$ cat config.mk
export PLATFORM = sky130hd
export DESIGN_NAME = mdio_mgmt_slave
export DESIGN_NICKNAME = d
export VERILOG_FILES = /design/src/rtl/mdio_mgmt_slave.sv
export SDC_FILE = /design/constraint.sdc
export NUM_CORES = 1
export LEC_CHECK = 0
export ABC_AREA = 1
export BUFFER_PORTS_ARGS = -buffer_cell sky130_fd_sc_hd__buf_4
export CAP_MARGIN = 20
export CORE_ASPECT_RATIO = 0.8
export CORE_MARGIN = 3
export CORE_UTILIZATION = 50
export DETAILED_ROUTE_END_ITERATION = 7
export GPL_TIMING_DRIVEN = 0
export PLACE_DENSITY = 0.7
export RECOVER_POWER = 25
export REMOVE_ABC_BUFFERS = 1
export SETUP_SLACK_MARGIN = 0.5
export SLEW_MARGIN = 10
export SYNTH_ARGS = -nofsm -noshare
export SYNTH_HDL_FRONTEND = slang
export SYNTH_SLANG_ARGS = --single-unit
$ cat constraint.sdc
create_clock -name clk -period 3.2 [get_ports clk]
set_input_delay 0.16 -clock clk [delete_from_list [all_inputs] [get_ports clk]]
set_output_delay 0.16 -clock clk [all_outputs]
set_load 0.1 [all_outputs]
$ cat src/rtl/mdio_mgmt_slave.sv
module mdio_mgmt_slave #(
  parameter logic [3:0] ABILITY = 4'hF
) (
  input  logic        clk,
  input  logic        rst_n,
  input  logic [4:0]  strap_addr,
  input  logic        mdc,
  input  logic        mdio_in,
  output logic        mdio_out,
  output logic        mdio_oe,
  input  logic        link_up,
  input  logic        an_done,
  input  logic        remote_fault,
  input  logic        jabber,
  output logic [15:0] ctrl_out,
  output logic [4:0]  ext_addr,
  output logic        ext_wr,
  output logic [15:0] ext_wdata,
  input  logic [15:0] ext_rdata
);
  localparam logic [15:0] CTL_DEF   = 16'h3000;
  localparam logic [15:0] CTL_WMASK = 16'hFF80;
  localparam logic [5:0]  PRE_LEN   = 6'd32;

  typedef enum logic [2:0] {S_PRE, S_ST, S_HDR, S_TA, S_DAT} st_t;

  st_t         st;
  logic [2:0]  mdc_s;
  logic [1:0]  dio_s;
  logic [5:0]  pcnt;
  logic [3:0]  bcnt;
  logic [10:0] hdr;
  logic [4:0]  rg, my_addr;
  logic        is_rd, is_wr, wr_go;
  logic [15:0] sh, wr_data, ctl, ctl_rd, stat, rsel;

  wire        rise   = mdc_s[1] & ~mdc_s[2];
  wire        bin    = dio_s[1];
  wire [11:0] hdr_n  = {hdr, bin};
  wire        hit    = (hdr_n[9:5] == my_addr) || (hdr_n[9:5] == 5'd0);
  wire        op_rd  = (hdr_n[11:10] == 2'b10);
  wire        op_wr  = (hdr_n[11:10] == 2'b01);
  wire        a_zero = (my_addr == 5'd0);
  wire        rsv    = (rg >= 5'd7 && rg <= 5'd17) || (rg >= 5'd29);

  always_ff @(posedge clk or negedge rst_n)
    if (!rst_n) begin
      mdc_s <= '0;
      dio_s <= '0;
    end else begin
      mdc_s <= {mdc_s[1:0], mdc};
      dio_s <= {dio_s[0], mdio_in};
    end

  always_ff @(posedge clk)
    if (!rst_n) my_addr <= strap_addr;

  always_ff @(posedge clk or negedge rst_n)
    if (!rst_n) begin
      st <= S_PRE;  pcnt <= '0;  bcnt <= '0;  hdr <= '0;  rg <= '0;
      is_rd <= 1'b0;  is_wr <= 1'b0;  sh <= '0;
      mdio_oe <= 1'b0;  mdio_out <= 1'b0;  wr_go <= 1'b0;  wr_data <= '0;
    end else begin
      wr_go <= 1'b0;
      if (rise) begin
        case (st)
          S_PRE: begin
            if (bin) begin
              if (pcnt != PRE_LEN) pcnt <= pcnt + 6'd1;
            end else begin
              if (pcnt == PRE_LEN) st <= S_ST;
              pcnt <= '0;
            end
          end
          S_ST: begin
            bcnt <= '0;
            st   <= bin ? S_HDR : S_PRE;
          end
          S_HDR: begin
            hdr  <= hdr_n[10:0];
            bcnt <= bcnt + 4'd1;
            if (bcnt == 4'd11) begin
              bcnt  <= '0;
              rg    <= hdr_n[4:0];
              is_rd <= hit && op_rd;
              is_wr <= hit && op_wr;
              st    <= (op_rd || op_wr) ? S_TA : S_PRE;
            end
          end
          S_TA: begin
            if (bcnt == 4'd0) begin
              bcnt <= 4'd1;
              if (is_rd) begin
                mdio_oe  <= 1'b1;
                mdio_out <= 1'b0;
              end
            end else begin
              bcnt <= '0;
              st   <= S_DAT;
              sh   <= is_rd ? rsel : 16'h0000;
              if (is_rd) mdio_out <= rsel[15];
            end
          end
          S_DAT: begin
            bcnt <= bcnt + 4'd1;
            if (is_rd) begin
              sh       <= {sh[14:0], 1'b0};
              mdio_out <= sh[14];
            end else begin
              sh <= {sh[14:0], bin};
            end
            if (bcnt == 4'd15) begin
              st       <= S_PRE;
              pcnt     <= '0;
              bcnt     <= '0;
              mdio_oe  <= 1'b0;
              mdio_out <= 1'b0;
              if (is_wr) begin
                wr_go   <= 1'b1;
                wr_data <= {sh[14:0], bin};
              end
            end
          end
          default: st <= S_PRE;
        endcase
      end
    end

  always_ff @(posedge clk or negedge rst_n)
    if (!rst_n)                     ctl    <= CTL_DEF;
    else if (wr_go && rg == 5'd0)   ctl    <= wr_data & CTL_WMASK;
    else if (ctl[15])               ctl    <= CTL_DEF;
    else                            ctl[9] <= 1'b0;

  assign ctl_rd = ctl | {5'b0, a_zero, 10'b0};
  assign stat   = {1'b0, ABILITY, 5'b0, an_done, remote_fault, 1'b1, link_up, jabber, 1'b1};

  always_comb begin
    if (rg == 5'd0)      rsel = ctl_rd;
    else if (rg == 5'd1) rsel = stat;
    else if (rsv)        rsel = 16'h0000;
    else                 rsel = ext_rdata;
  end

  assign ctrl_out  = ctl_rd;
  assign ext_addr  = rg;
  assign ext_wdata = wr_data;
  assign ext_wr    = wr_go && (rg > 5'd1) && !rsv;

  p_ta_low_r3: assert property (@(posedge clk) disable iff (!rst_n)
    $rose(mdio_oe) |-> !mdio_out);
  p_oe_window_r3: assert property (@(posedge clk) disable iff (!rst_n)
    mdio_oe |-> (st == S_TA || st == S_DAT));
  p_iso_forced_r7: assert property (@(posedge clk) disable iff (!rst_n)
    a_zero |-> ctrl_out[10]);
  p_soft_reset_r8: assert property (@(posedge clk) disable iff (!rst_n)
    ctrl_out[15] |=> ((ctrl_out & ~16'h0400) == CTL_DEF));
  p_restart_clear_r9: assert property (@(posedge clk) disable iff (!rst_n)
    ctrl_out[9] |=> !ctrl_out[9]);
  p_no_rsv_write_r11: assert property (@(posedge clk) disable iff (!rst_n)
    ext_wr |-> !rsv);
endmodule

==> impl_metrics.ini <==
[sta]
skew_ns = 0.01221
report.final.slew_viol_count = 0
setup_slack_ns = 0.8777
fin_crit_ns = 2.322
fmax_mhz = 430.6
fin_setup_tns_ns = 0
finalCritPeriodShare = 0.7257
final-hold-violation-count = 0
rsz0062_at_grt = no
slew_headroom = 0.2141
worst_pin_slew_ns = 1.184
setup-violations-final = 0

[routing]
vias_per_cell = 5.057
drt_iter0_drc = 204
routed-via-count = 3575
wl_per_cell_microns = 13.52
wirelength_microns = 9559
first_pass_iters = 5
ant_nets = 0
drc = 0

[placed_design]
place.gp.congestion = 0.8319
place_ws_ns = 1.134
port_buffers = 61
place_hpwl_microns = 6699

[logic_synthesis]
synth_area_sq_um = 4314
synth_top_family_by_area = simple AND/OR/NAND/NOR gates
yosysUniqueCellTypes = 36
synth-compound-area-share = 0.09977
syn-instance-count = 533
synth_xor_area_frac = 0.008121
synth_fa_ha_area_frac = 0.01740
muxShareOfSynthArea = 0
ys_seq_area_frac = 0.4936
yosysWarnings = 0
ys_seq_elements = 84
avgSynthCellArea_sq_um = 8.094
yosys.area_share.simple = 0.2810

[run_status]
status = finished, final reports clean

[floorplanning]
dieWidth_microns = 109.9
die-area_sq_um = 9785
coreArea_sq_um = 8164
die_y_microns = 89.08
ioPinCount = 69
num_rows = 29
initial_core_util = 0.5284

[power_and_ir_drop]
power_density_nw_per_um2 = 398.7
p_leak_nw = 2.531
irDropWorstVdd_uv = 345.6

[critical_path]
crit_arrival_ns = 2.16
r2r_slack_ns = 1.09
r2r-start = ext_addr[2]
cp.required_ns = 3.04
rr_endpoint = ctl[7]
worst_r2r_path_depth = 7
endpoint_kind = output pin
cp_max_fo = 17
crit_type = reg2out
worstSetupStartpointType = register

[finish]
multiInputGateArea_sq_um = 1779
ff_latch_area_sq_um = 2130
antenna-diode-count = 0
drive_gt1_frac = 0.1536
area_delta_synth_final_pct = 14.24
fin_nets = 629
fill_cells = 770

[clock_tree]
ctsResizeCount = 0
cts_buffers = 9
clock_path_buffers = 2
postCtsSetupBuffers = 0
htree_levels = 3
cts_root_buf = clkbuf_8
tritoncts = done
path_clk_slew_ns = 0.09
clock-sinks = 84
clkLatencyLatePin_ns = 0.36

[grt]
grt-ovfl-total = 0
grt_pass1_wl_microns = 15660
grt_use_total = 0.2059
first_global_vias = 3264
grt_max_degree = 81
antenna_found_initial = 0

[worst_hold_path]
holdPathStages = 3
holdPathEnd = sh[6]
min_path_type = in2reg
hp-start = ext_rdata[6]

[flow_run]
drv_cap = 0
worst max-delay path: stages (launching register included):
cell and delay, ns:
dfrtp_1 0.46, nand2_1 0.10, inv_1 0.04, nand2_1 0.05, nand2_1 0.06, nor2_2 0.55
and3_1 0.26, buf_4 0.29
Yosys cell counts:
cell | count | area [sq um]
a21oi_1 | 28 | 140.1
a22o_1 | 2 | 17.52
a22oi_1 | 14 | 105.1
and3_1 | 1 | 6.260
buf_2 | 5 | 25.02
buf_4 | 17 | 127.6
buf_6 | 3 | 33.78
conb_1 | 1 | 3.750
dfrtp_1 | 77 | 1927
dfstp_2 | 2 | 52.55
edfxtp_1 | 5 | 150.1
ha_1 | 6 | 75.07
inv_1 | 51 | 191.4
inv_2 | 10 | 37.54
inv_4 | 2 | 12.51
nand2_1 | 173 | 649.4
nand2_2 | 6 | 37.54
nand2_4 | 1 | 11.26
nand3_1 | 24 | 120.1
nand3_4 | 1 | 17.52
nand4_1 | 3 | 18.77
nand4_4 | 1 | 21.27
nor2_1 | 42 | 157.7
nor2_2 | 5 | 31.28
nor2_4 | 4 | 45.04
nor2_8 | 1 | 20.02
nor2b_1 | 1 | 6.260
nor3_1 | 6 | 30.03
nor3_2 | 2 | 20.02
nor3b_1 | 1 | 7.510
o21ai_0 | 27 | 135.1
o21ai_1 | 3 | 15.01
o21ai_2 | 2 | 17.52
or2_2 | 2 | 12.51
xnor2_1 | 1 | 8.760
xor2_1 | 3 | 26.28
placed cells by master, fill, tap and decap left out, drive strengths merged:
cell,count
nand4,4
xor2,3
buf,30
conb,7
ha,6
nor3,8
clkbuf,41
nand3,25
nor2,52
nor2b,1
a22oi,14
edfxtp,5
inv,64
dfstp,2
dlygate4sd3,8
clkinv,3
dfrtp,77
o21ai,32
a22o,2
clkinvlp,2
nand2,180
and3,1
xnor2,1
or2,2
nor3b,1
a21oi,28
cell type report:
type,count,share of cell area
inverter,63,0.04900
clock inverter,6,0.009393
clock buffer,10,0.03021
tap,108,0.02742
multi-input combinational,367,0.3610
timing repair buffer,69,0.09089
sequential,84,0.4321
cells by family after synthesis:
| logic type | Yosys count |
|---|---|
| and+or+nand+nor | 274 |
| buffers and inverters | 88 |
| DFF | 84 |
| AOI/OAI and AO/OA | 76 |
| adders and majority gates | 6 |
| xor gates and xnor gates | 4 |
| other | 1 |
worst max-delay path by stage:
| stage | start | endpoint | slack [ns] | cells after the start |
|---|---|---|---|---|
| 2_1_floorplan | ext_addr[2] | ext_wr | 0.51 | 5 |
| 3_3_place_gp | st[0] | ext_wdata[9] | 1.15 | 6 |
| 3_5_place_dp | ext_addr[2] | ctl[7] | 1.13 | 7 |
| 4_1_cts | ext_addr[3] | ext_wr | 0.85 | 7 |
| 5_1_grt | ext_addr[0] | ext_wr | 0.69 | 7 |
| 6_report | ext_addr[3] | ext_wr | 0.88 | 7 |
where the power goes:
group | total (W) | internal (W) | switching (W) | leakage (nW)
clock network | 0.000733 | 0.000333 | 0.000401 | 0.0940
logic | 0.000135 | 0.0000449 | 0.0000905 | 1.39
registers | 0.00110 | 0.00108 | 0.0000123 | 1.05
total | 0.00197 | 0.00146 | 0.000503 | 2.53
flip-flops by register name (all words and copies together) (netlist names), 2 cells and up:
name / flops
dio_s: 2
ctl: 9
hdr: 11
my_addr: 5
pcnt: 6
bcnt: 4
sh: 15
st: 3
mdc_s: 3
ext_addr: 5
ext_wdata: 16
metal layers:
| metal | share of wire | routed length [microns] | GRT usage | vias up |
|---|---|---|---|---|
| met3 | 0.061 | 581 | 0.03899 | 10 |
| met5 | 0 | 0 | 0 | - |
| met1 | 0.47 | 4514 | 0.2968 | 1677 |
| met2 | 0.46 | 4362 | 0.3166 | 100 |
| li1 | - | - | - | 1788 |
| met4 | 0.011 | 101 | 0.06455 | 0 |
repair_timing:
item / 4_1_cts / 5_1_grt
hold endpoints to repair: 9 / 0
hold buffers: 8 / 0
setup endpoints to repair: 0 / 0
through the flow:
step	total power [W]	instances	utilization	hold slack, ns	cell area [sq um]
final	0.001965	707	0.6037	0.08673	4928
after floorplan	0.001190	514	-	-0.1356	4150
after detailed placement	0.001247	683	0.5810	0.2709	4743
after CTS	0.001990	707	0.6147	0.07901	5019
after global routing	0.002052	707	0.6037	0.1039	4928
after global placement	0.001244	683	0.5810	0.2695	4743
(Power assumes the default switching activity.)
